File: config.mk
export PLATFORM = sky130hd
export DESIGN_NAME = code_group_sync
export DESIGN_NICKNAME = d
export VERILOG_FILES = /design/src/rtl/sync_pkg.sv /design/src/rtl/comma_counter.sv /design/src/rtl/sync_fsm.sv /design/src/rtl/octet_pair_assembler.sv /design/src/rtl/code_group_sync.sv
export SDC_FILE = /design/constraint.sdc
export NUM_CORES = 1
export LEC_CHECK = 0
export ABC_AREA = 1
export BUFFER_PORTS_ARGS = -buffer_cell sky130_fd_sc_hd__buf_4
export CORE_MARGIN = 2
export CORE_UTILIZATION = 55
export DETAILED_ROUTE_END_ITERATION = 16
export PLACE_DENSITY = 0.82
export SLEW_MARGIN = 20
export SYNTH_ARGS = -nofsm -noshare
export SYNTH_HDL_FRONTEND = slang
export SYNTH_HIERARCHICAL = 1
export SYNTH_SLANG_ARGS = --single-unit
File: constraint.sdc
create_clock -name clk -period 3.5 [get_ports clk]
set_clock_uncertainty 0.05 [all_clocks]
set_input_delay 0.525 -clock clk [delete_from_list [all_inputs] [get_ports clk]]
set_output_delay 0.525 -clock clk [all_outputs]
set_load 0.02 [all_outputs]
File: src/rtl/sync_pkg.sv
package sync_pkg;
    localparam logic [7:0] COMMA_OCTET = 8'hBC;

    typedef enum logic [1:0] {
        REQ_SYNC  = 2'd0,
        WAIT_DATA = 2'd1,
        ALIGNED   = 2'd2
    } sync_state_t;
endpackage

File: src/rtl/comma_counter.sv
module comma_counter #(
    parameter int NEED = 4
) (
    input  logic clk,
    input  logic rst_n,
    input  logic enable,
    input  logic comma_in,
    output logic last_comma
);
    localparam int CW = $clog2(NEED + 1);

    logic [CW-1:0] cnt_q;

    assign last_comma = enable && comma_in && (cnt_q == CW'(NEED - 1));

    always_ff @(posedge clk or negedge rst_n) begin
        if (!rst_n) begin
            cnt_q <= '0;
        end else if (!enable || !comma_in || last_comma) begin
            cnt_q <= '0;
        end else begin
            cnt_q <= cnt_q + 1'b1;
        end
    end

    // count never reaches the limit and restarts on a broken run
    a_r3_count_below_need: assert property (@(posedge clk) disable iff (!rst_n)
        cnt_q < CW'(NEED));
    a_r3_break_clears: assert property (@(posedge clk) disable iff (!rst_n)
        (enable && !comma_in) |=> (cnt_q == '0));
endmodule

File: src/rtl/sync_fsm.sv
module sync_fsm
    import sync_pkg::*;
(
    input  logic        clk,
    input  logic        rst_n,
    input  logic        comma_in,
    input  logic        code_err,
    input  logic        last_comma,
    output sync_state_t state_o,
    output logic        sync_req_n
);
    sync_state_t state_q, state_d;

    always_comb begin
        state_d = state_q;
        unique case (state_q)
            REQ_SYNC:  if (last_comma) state_d = WAIT_DATA;
            WAIT_DATA: begin
                if (code_err)       state_d = REQ_SYNC;
                else if (!comma_in) state_d = ALIGNED;
            end
            ALIGNED:   if (code_err) state_d = REQ_SYNC;
            default:   state_d = REQ_SYNC;
        endcase
    end

    always_ff @(posedge clk or negedge rst_n) begin
        if (!rst_n) state_q <= REQ_SYNC;
        else        state_q <= state_d;
    end

    always_ff @(posedge clk or negedge rst_n) begin
        if (!rst_n) sync_req_n <= 1'b0;
        else        sync_req_n <= (state_d != REQ_SYNC);
    end

    assign state_o = state_q;

    // release only follows the comma that completes the run
    a_r2_release_after_run: assert property (@(posedge clk) disable iff (!rst_n)
        $rose(sync_req_n) |-> $past(last_comma));
    // a code error after release re-asserts the request
    a_r9_err_requests: assert property (@(posedge clk) disable iff (!rst_n)
        (code_err && state_q != REQ_SYNC) |=> !sync_req_n);
endmodule

File: src/rtl/octet_pair_assembler.sv
module octet_pair_assembler
    import sync_pkg::*;
#(
    parameter int OCT_W = 8
) (
    input  logic               clk,
    input  logic               rst_n,
    input  sync_state_t        state,
    input  logic               comma_in,
    input  logic               code_err,
    input  logic [OCT_W-1:0]   rx_char,
    output logic               pos_o,
    output logic               smp_valid,
    output logic [2*OCT_W-1:0] smp_data
);
    logic             pos_q;
    logic [OCT_W-1:0] msb_q;
    logic             take_first, take_second;

    assign take_first  = !code_err &&
                         ((state == WAIT_DATA && !comma_in) ||
                          (state == ALIGNED && !pos_q));
    assign take_second = !code_err && state == ALIGNED && pos_q;

    always_ff @(posedge clk or negedge rst_n) begin
        if (!rst_n) begin
            pos_q     <= 1'b0;
            msb_q     <= '0;
            smp_valid <= 1'b0;
            smp_data  <= '0;
        end else begin
            pos_q     <= take_first;
            smp_valid <= take_second;
            if (take_first)  msb_q    <= rx_char;
            if (take_second) smp_data <= {msb_q, rx_char};
        end
    end

    assign pos_o = pos_q;

    // position flips on every clean aligned character
    a_r6_pos_toggles: assert property (@(posedge clk) disable iff (!rst_n)
        (state == ALIGNED && !code_err) |=> (pos_q != $past(pos_q)));
    // strobe is a single-cycle pulse
    a_r7_single_pulse: assert property (@(posedge clk) disable iff (!rst_n)
        smp_valid |=> !smp_valid);
endmodule

File: src/rtl/code_group_sync.sv
module code_group_sync
    import sync_pkg::*;
#(
    parameter int OCT_W      = 8,
    parameter int COMMA_NEED = 4
) (
    input  logic               clk,
    input  logic               rst_n,
    input  logic [OCT_W-1:0]   rx_char,
    input  logic               rx_is_ctrl,
    input  logic               rx_code_err,
    output logic               sync_req_n,
    output logic               frame_locked,
    output logic               octet_pos,
    output logic               smp_valid,
    output logic [2*OCT_W-1:0] smp_data
);
    sync_state_t state;
    logic        is_comma;
    logic        last_comma;

    assign is_comma = rx_is_ctrl && !rx_code_err &&
                      (rx_char == OCT_W'(COMMA_OCTET));

    comma_counter #(.NEED(COMMA_NEED)) u_cnt (
        .clk        (clk),
        .rst_n      (rst_n),
        .enable     (state == REQ_SYNC),
        .comma_in   (is_comma),
        .last_comma (last_comma)
    );

    sync_fsm u_fsm (
        .clk        (clk),
        .rst_n      (rst_n),
        .comma_in   (is_comma),
        .code_err   (rx_code_err),
        .last_comma (last_comma),
        .state_o    (state),
        .sync_req_n (sync_req_n)
    );

    octet_pair_assembler #(.OCT_W(OCT_W)) u_asm (
        .clk       (clk),
        .rst_n     (rst_n),
        .state     (state),
        .comma_in  (is_comma),
        .code_err  (rx_code_err),
        .rx_char   (rx_char),
        .pos_o     (octet_pos),
        .smp_valid (smp_valid),
        .smp_data  (smp_data)
    );

    assign frame_locked = (state == ALIGNED);

    // commas after release never produce lock or samples
    a_r4_preamble_skipped: assert property (@(posedge clk) disable iff (!rst_n)
        (state == WAIT_DATA && is_comma) |=> (!frame_locked && !smp_valid));
    // lock means the request is released
    a_r5_lock_implies_release: assert property (@(posedge clk) disable iff (!rst_n)
        frame_locked |-> sync_req_n);
endmodule

==> summary.txt, run 1 <==
status: finished clean
Setup TNS: 0 ns
synthesized area: 1348 um^2
Power Density: 386.3 nW/um^2
crit start category: flop
Synth Net Count: 169
CTS Hold Bufs: 0
Post-synth EDFFs: 0
vias per cell: 5.018
Crit. End Element: primary output
layout cell share with drive strength beyond 1: 25.13%
pre-CTS WS: 1.745 ns
Core ar.: 2255 um^2
grt ovf: 0
via count: 1099
H-tree Lvls: 2
Seq pwr share: 62.1%
clock slew at reported path FFs: 0.09 ns
Synth cell types: 15
Reg2Reg Setup Slack: 2.09 ns
DRC violations left: 0
max_cap viols: 0
routed wire length: 2.629 mm
#FFs+latches synth: 32
RSZ-0062 raised after global routing: no
Sw Ratio: 24.35%
crit path kind: flop to primary output
area grow syn2layout: 22.10%
diode count: 0
switching power: 0.1548 mW
Slew Viols, Final: 0
clk root buf: clkbuf_4
top post-synthesis cells by area: dfrtp_1 59%, nand2_1 20%, nand3_1 4.1%
fin worst setup slack: 1.743 ns
latest clock arrival within the worst-skew pair: 0.32 ns
period utilization: 50.20%
Critical Path AT: 1.18 ns
Hold WC Path Type: input port to asynchronous set/reset pin
GRT Util Overall: 23.57%
Slew HR: 73.45%
Avg Cell Area, Syn: 8.694 um^2
vias in the first global route: 1044
initial antenna violation count: 0
Fmax: 569.1 MHz
post-synthesis async set-or-reset flop share: 100.0%
Worst Max-Slew Pin Slew: 0.3982 ns
Pre-antenna DRT Iters: 4
Starting DRT DRC Count: 23
GPL Wtd Cong: 0.7322
post-synthesis sequential area ratio: 59.42%
Post-DRT Antenna Nets: 0
CTS Buffer Depth: 2
Num Clock Sinks: 32
setup violators final: 0
Fillers: 198
Final Cell Area: 1645 um^2
die width: 53.50 um
Top FF cell, synth: dfrtp_1
Final Hold Fails: 0
Die H: 53.50 um
Initial Util: 59.77%
WL/cell: 12.00 um
Commonest cells post-synth: 72 x nand2_1, 32 x dfrtp_1, 13 x inv_1, 11 x nand3_1, 11 x nor2_1
Clk pwr share: 29.6%
area of the die: 2862 um^2
Yosys top cell by area: dfrtp_1
fin util: 72.97%
TritonCTS clock tree: done
Cells after Synth: 155
Post-CTS Resized: 0
# rows: 17
Pleak: 0.9481 nW
Top-Level Pins: 32
Tot Pwr: 0.6356 mW
post-detail-place hpwl: 1.885 mm
Post-DP Area: 1599 um^2
Yosys top cell area share: 59.42%
Logic pwr share: 8.4%
post-layout minimum cycle time: 1.757 ns
Layout Nets: 205
internal power: 0.4808 mW
first-pass GRT wire length: 4.512 mm
VDD IR-drop max: 0.2699 mV
CTS buffer count: 5
Req. time, crit path: 2.92 ns
number of port buffers: 31
Synth warnings: 6
largest net degree at the start of global routing: 33
critical path fanouts, max: 8
cell with the most instances after synthesis: nand2_1
post-CTS setup buffers: 0
[final timing paths]
kind / cells past startpoint / from / endpoint
max: 3 / u_fsm/state_o[1]$_DFF_PN0_ / frame_locked
min: 1 / rst_n / u_fsm/state_o[0]$_DFF_PN0_
max reg2reg: 5 / u_fsm/state_o[0]$_DFF_PN0_ / u_asm/smp_data[10]$_DFFE_PN0P_
min reg2reg: 1 / u_cnt/cnt_q[0]$_DFF_PN0_ / u_cnt/cnt_q[0]$_DFF_PN0_
max in group asynchronous: 1 / rst_n / u_asm/smp_data[9]$_DFFE_PN0P_
min in group clk: 3 / rx_char[0] / u_asm/smp_data[0]$_DFFE_PN0P_
[sequential cells by signal, summed over array words and instances, names as in the netlist]
name              flops
u_fsm/state_o         2
u_asm/smp_data       16
u_asm/pos_o           1
u_asm/msb_q           8
u_fsm/sync_req_n      1
u_asm/smp_valid       1
u_cnt/cnt_q           3
[worst max-delay path, stage by stage, from the launching register on]
cell and delay (ns):
dfrtp_1 0.53, inv_1 0.08, nor2_1 0.10, buf_4 0.15
[routing by layer]
metal  up-vias  track usage (%)  wire length [um]
li1        541                -                 -
met4         0            11.54                43
met2        30            37.24              1264
met3         6            9.322               143
met1       522            27.93              1177
met5         -                0                 0
[cell usage in the layout, fill, tap and decap left out, types with 2 or more instances in the layout]
| cell | instances |
|---|---|
| nand3_1 | 11 |
| nor2_2 | 2 |
| clkbuf_4 | 5 |
| buf_4 | 31 |
| nand2_2 | 4 |
| inv_1 | 13 |
| dfrtp_1 | 32 |
| nor2_1 | 11 |
| nand2_1 | 72 |
| ha_1 | 2 |
| inv_4 | 2 |
[power groups by stage]
| stage | clock network [mW] | logic (mW) | registers (mW) |
|---|---|---|---|
| 6_report | 0.188 | 0.0531 | 0.395 |
| 5_1_grt | 0.215 | 0.0596 | 0.396 |
| 4_1_cts | 0.197 | 0.0539 | 0.394 |
| 3_5_place_dp | 0 | 0.0538 | 0.401 |
| 3_3_place_gp | 0 | 0.0523 | 0.401 |
| 2_1_floorplan | 0 | 0.0156 | 0.406 |
[cell families after synthesis]
group | Yosys count | share of synthesized area [%]
and+or+nand+nor | 102 | 32.31
buffers and inverters | 18 | 6.035
adders and majority gates | 2 | 1.857
DFF | 32 | 59.42
AOI/OAI and AO/OA | 1 | 0.3710
[layout make-up]
type                            instances  area [um^2]  area share, %
Tap cell                               28        35.03          2.129
Clock buffer                            6        41.29          2.510
Multi-Input combinational cell        105        465.4          28.29
Timing Repair Buffer                   31        232.7          14.14
Clock inverter                          1        5.005         0.3042
Sequential cell                        32        800.8          48.67
Inverter                               16        65.06          3.954
[metrics by stage]
step	instances	hold slack (ns)
floorplan	155	0.1794
global placement	212	0.3673
detailed placement	212	0.3869
CTS	219	0.06301
global route	219	0.05944
finish	219	0.07022
Note: power is estimated with default switching activity, not from simulation.
==> run 2, diff against run 1 <==
CORE_UTILIZATION = 47   (was 55)
PLACE_DENSITY = 0.74   (was 0.82)
clock period = 1.6 ns   (was 3.5 ns; I/O delays follow)
==> run 2 against run 1 <==
Effect of this change: sequential share of layout area decreased by 1.5 points; flip-flop and latch count unchanged; clock power grew to 3.1 times the previous value; die area grew 16%; wire length down 0.84%; global-route usage down 5.3 points; critical path depth unchanged; via count increased by 1.5%; final area rose by 3.1%; setup slack worse by 1.6 ns; count of clock-buffer cells in the layout unchanged; critical endpoint unchanged.
==> summary.txt, run 2 (synthesized netlist as in run 1, its figures left out) <==
Setup TNS: 0 ns
TritonCTS clock tree: done
CTS buffer count: 5
diode count: 0
first-pass GRT wire length: 4.567 mm
vias in the first global route: 1086
via count: 1115
Pre-antenna DRT Iters: 4
H-tree Lvls: 2
Top reg by flops: u_asm/smp_data
crit start category: flop
GRT Util Overall: 18.29%
Core ar.: 2734 um^2
Final Hold Fails: 0
setup violators final: 0
Fmax: 705.1 MHz
RSZ-0062 raised after global routing: no
clock slew at reported path FFs: 0.10 ns
Crit. End Element: primary output
Post-DP Area: 1610 um^2
Pleak: 0.9719 nW
# rows: 19
post-detail-place hpwl: 1.899 mm
Starting DRT DRC Count: 41
crit path max-delay cell type: dfrtp_1
CTS Buffer Depth: 2
Top-Level Pins: 32
Critical Path AT: 1.13 ns
critical path fanouts, max: 8
Power Density: 922.2 nW/um^2
grt ovf: 0
post-layout minimum cycle time: 1.418 ns
Worst Max-Slew Pin Slew: 0.3905 ns
vias per cell: 4.956
area grow syn2layout: 25.91%
Post-DRT Antenna Nets: 0
Req. time, crit path: 1.31 ns
max FFs per register: 16
Slew Viols, Final: 0
status: finished clean
area of the die: 3311 um^2
Layout Nets: 207
Initial Util: 49.29%
Slew HR: 73.96%
crit path kind: flop to primary output
crit-path cells: inv_1 -> nor2_1 -> buf_4
WL/cell: 11.59 um
Num Clock Sinks: 32
multi-input combinational cell area: 465.4 um^2
post-CTS setup buffers: 0
hold slack final: 0.07918 ns
routed wire length: 2.607 mm
period utilization: 88.64%
die width: 57.55 um
latest clock arrival within the worst-skew pair: 0.32 ns
Fillers: 232
CP peak stage delay: 0.51 ns
max_cap viols: 0
DRC violations left: 0
largest registers: u_asm/smp_data x16, u_asm/msb_q x8, u_cnt/cnt_q x3
Tot Pwr: 1.565 mW
number of port buffers: 31
leading cell type in the layout, fill and taps excluded: nand2_1
Die H: 57.55 um
Hold WC Path Type: input port to flop
GPL Wtd Cong: 0.8422
commonest cells after routing, fill and taps aside: 72 x nand2_1, 32 x buf_4, 32 x dfrtp_1
sequential cell area: 800.8 um^2
VDD IR-drop max: 0.8750 mV
initial antenna violation count: 0
layout cell share with drive strength beyond 1: 25.77%
clk root buf: clkbuf_4
largest net degree at the start of global routing: 33
Final Cell Area: 1697 um^2
[run 2: changes by cell type in the layout (fill, tap and decap cells not counted), sizes merged]
| cell | change |
|---|---|
| buf | +1 |
| bufinv | +1 |
| dlygate4sd3 | +1 |
[run 2: final cells by class]
class | instances | share of cell area [%]
clock buffer | 6 | 2.434
clock inverter | 2 | 2.065
inverter | 16 | 3.835
multi-input combinational | 105 | 27.43
sequential | 32 | 47.20
tap | 31 | 2.286
timing repair buffer | 33 | 14.75
[run 2: through the flow]
step                util [%]  setup WS, ns  instances
floorplan                  -        0.4166        155
global placement       58.90        0.2722        216
detailed placement     58.90        0.2261        216
CTS                    62.06        0.1604        225
global route           62.06       0.07644        225
finish                 62.06        0.1818        225
[run 2: what timing repair did]
item,in CTS,in global routing
hold buffers,1,0
endpoints found under the hold margin,32,0
resized for setup,0,0
[run 2: worst paths after layout]
check	startpoint	to	slack, ns	cells after the start
min reg2reg	u_cnt/cnt_q[0]$_DFF_PN0_	u_cnt/cnt_q[0]$_DFF_PN0_	0.39	1
max	u_fsm/state_o[1]$_DFF_PN0_	frame_locked	0.18	3
max reg2reg	u_fsm/state_o[0]$_DFF_PN0_	u_asm/smp_data[13]$_DFFE_PN0P_	0.21	5
min in group asynchronous	rst_n	u_asm/msb_q[1]$_DFFE_PN0P_	0.33	2
min	rx_char[0]	u_asm/smp_data[0]$_DFFE_PN0P_	0.08	3
max in group asynchronous	rst_n	u_asm/smp_data[4]$_DFFE_PN0P_	0.89	2
[run 2: metal layers]
metal / vias up / routed length (um) / part of all wire (%) / track usage [%]
met2: 31 / 1268 / 49 / 28.73
met3: 6 / 135 / 5.2 / 4.308
met4: 0 / 47 / 1.8 / 11.30
met1: 531 / 1156 / 44 / 22.73
met5: - / 0 / 0 / 0
li1: 547 / - / - / -
[run 2: critical path: cells and delay by family, from the launching register on]
family / cells / cell delay [ns]
and+or+nand+nor: 1 / 0.09
buffers and inverters: 2 / 0.21
DFF: 1 / 0.51
[run 2: power by group]
part / internal, mW / switching, mW
clock network: 0.327 / 0.257
logic: 0.0494 / 0.0692
registers: 0.843 / 0.0196
==> run 3, diff against run 2 <==
PLACE_DENSITY = default   (was 0.74)
PLACE_DENSITY_LB_ADDON = 0.1   (was default)
==> run 3 against run 2 <==
Effect of this change: non-clock buffer count up 1; first-iteration DRC count down 20%; critical path depth unchanged; largest cell class unchanged; register-to-register slack about the same; sequential share of layout area down 0.21 points; wire length down 2.0%; final area up 0.44%.
==> summary.txt, run 3 (synthesized netlist as in run 1, its figures left out) <==
routed wire length: 2.555 mm
GPL Wtd Cong: 0.8157
diode count: 0
vias per cell: 4.690
pre-CTS WS: 0.2163 ns
CTS Buffer Depth: 2
largest registers: u_asm/smp_data x16, u_asm/msb_q x8, u_cnt/cnt_q x3
commonest cells after routing, fill and taps aside: 72 x nand2_1, 33 x buf_4, 32 x dfrtp_1
Critical path buffers and inverters: 2
TritonCTS clock tree: done
sequential cell area: 800.8 um^2
Post-DRT Antenna Nets: 0
Crit. End Element: primary output
H-tree Lvls: 2
crit path kind: flop to primary output
largest net degree at the start of global routing: 33
max FFs per register: 16
Sw Ratio: 22.09%
via count: 1060
CP peak stage delay: 0.53 ns
clk root buf: clkbuf_4
max_cap viols: 0
Initial Util: 49.29%
latest clock arrival within the worst-skew pair: 0.32 ns
Setup TNS: 0 ns
GRT Util Overall: 17.87%
RSZ-0062 raised after global routing: no
clock slew at reported path FFs: 0.10 ns
Slew HR: 73.99%
Fmax: 694.2 MHz
post-CTS setup buffers: 0
Starting DRT DRC Count: 33
Die H: 57.55 um
grt ovf: 0
period utilization: 90.04%
fin worst setup slack: 0.1594 ns
Top reg by flops: u_asm/smp_data
number of port buffers: 31
VDD IR-drop max: 0.7711 mV
setup violators final: 0
post-layout minimum cycle time: 1.441 ns
Top-Level Pins: 32
Fillers: 250
internal power: 1.219 mW
initial antenna violation count: 0
status: finished clean
Pleak: 0.9773 nW
Final Hold Fails: 0
# rows: 19
Power Density: 918.5 nW/um^2
crit start category: flop
layout cell share with drive strength beyond 1: 26.15%
Slew Viols, Final: 0
WL/cell: 11.31 um
post-detail-place hpwl: 1.883 mm
Hold WC Path Type: input port to flop
Req. time, crit path: 1.31 ns
Critical Path AT: 1.15 ns
Num Clock Sinks: 32
Logic pwr share: 7.5%
crit-path cells: inv_1 -> nor2_1 -> buf_4
Clk pwr share: 37.4%
area of the die: 3311 um^2
Pre-antenna DRT Iters: 4
CTS buffer count: 5
area grow syn2layout: 26.46%
critical path fanouts, max: 8
leading cell type in the layout, fill and taps excluded: nand2_1
crit path max-delay cell type: dfrtp_1
delay-heaviest family, CP: flip-flops
first-pass GRT wire length: 4.443 mm
switching power: 0.3458 mW
DRC violations left: 0
Layout Nets: 208
vias in the first global route: 1021
Worst Max-Slew Pin Slew: 0.3901 ns
die width: 57.55 um
Core ar.: 2734 um^2
hold slack final: 0.08214 ns
multi-input combinational cell area: 465.4 um^2
Seq pwr share: 55.1%
-- run 3: cell count changes in the layout (fill, tap and decap cells not counted), sizes merged --
cell	before	now
buf	32	33
-- run 3: worst min-delay path, cell delays in order --
cell and delay (ns):
buf_4 0.10, nand2_1 0.05, nand2_1 0.04
-- run 3: power by group through the flow --
stage / Combinational (mW) / Sequential, mW / Clock, mW
after detailed placement: 0.118 / 0.878 / 0
after floorplan: 0.0341 / 0.888 / 0
after global placement: 0.115 / 0.877 / 0
after CTS: 0.120 / 0.863 / 0.605
final: 0.117 / 0.862 / 0.586
after global routing: 0.133 / 0.868 / 0.635
-- run 3: metrics by stage --
stage          instances  power, mW  area (um^2)  util (%)
2_1_floorplan        155     0.9221         1348         -
3_3_place_gp         217     0.9926         1618     59.18
3_5_place_dp         217     0.9958         1618     59.18
4_1_cts              226      1.587         1704     62.33
5_1_grt              226      1.636         1704     62.33
6_report             226      1.565         1704     62.33
-- run 3: final timing paths --
check                                      startpoint                             end  slack, ns  cells past startpoint
setup / recovery           u_fsm/state_o[1]$_DFF_PN0_                    frame_locked       0.16                      3
hold / removal                             rx_char[1]   u_asm/smp_data[1]$_DFFE_PN0P_       0.08                      3
setup reg to reg           u_fsm/state_o[1]$_DFF_PN0_   u_asm/smp_data[2]$_DFFE_PN0P_       0.22                      4
hold reg to reg              u_cnt/cnt_q[0]$_DFF_PN0_        u_cnt/cnt_q[0]$_DFF_PN0_       0.39                      1
max in group asynchronous                       rst_n   u_asm/smp_data[3]$_DFFE_PN0P_       0.88                      2
min in group asynchronous                       rst_n  u_asm/smp_data[14]$_DFFE_PN0P_       0.32                      2
-- run 3: repair_timing --
action                     4_1_cts  5_1_grt
hold endpoints to repair        32        0
hold buffers                     1        0
gates resized for setup          0        0
setup endpoints to repair        0        0
-- run 3: layout make-up --
class / count / area share, %
Multi-Input combinational cell: 105 / 27.31
Clock buffer: 6 / 2.423
Inverter: 16 / 3.818
Sequential cell: 32 / 46.99
Tap cell: 31 / 2.276
Clock inverter: 2 / 2.056
Timing Repair Buffer: 34 / 15.12
-- run 3: routing by layer --
layer / part of all wire, % / global-route usage [%]
met2: 48 / 28.41
met5: 0 / 0
met1: 46 / 22.92
met4: 1.2 / 8.970
met3: 5.4 / 4.082
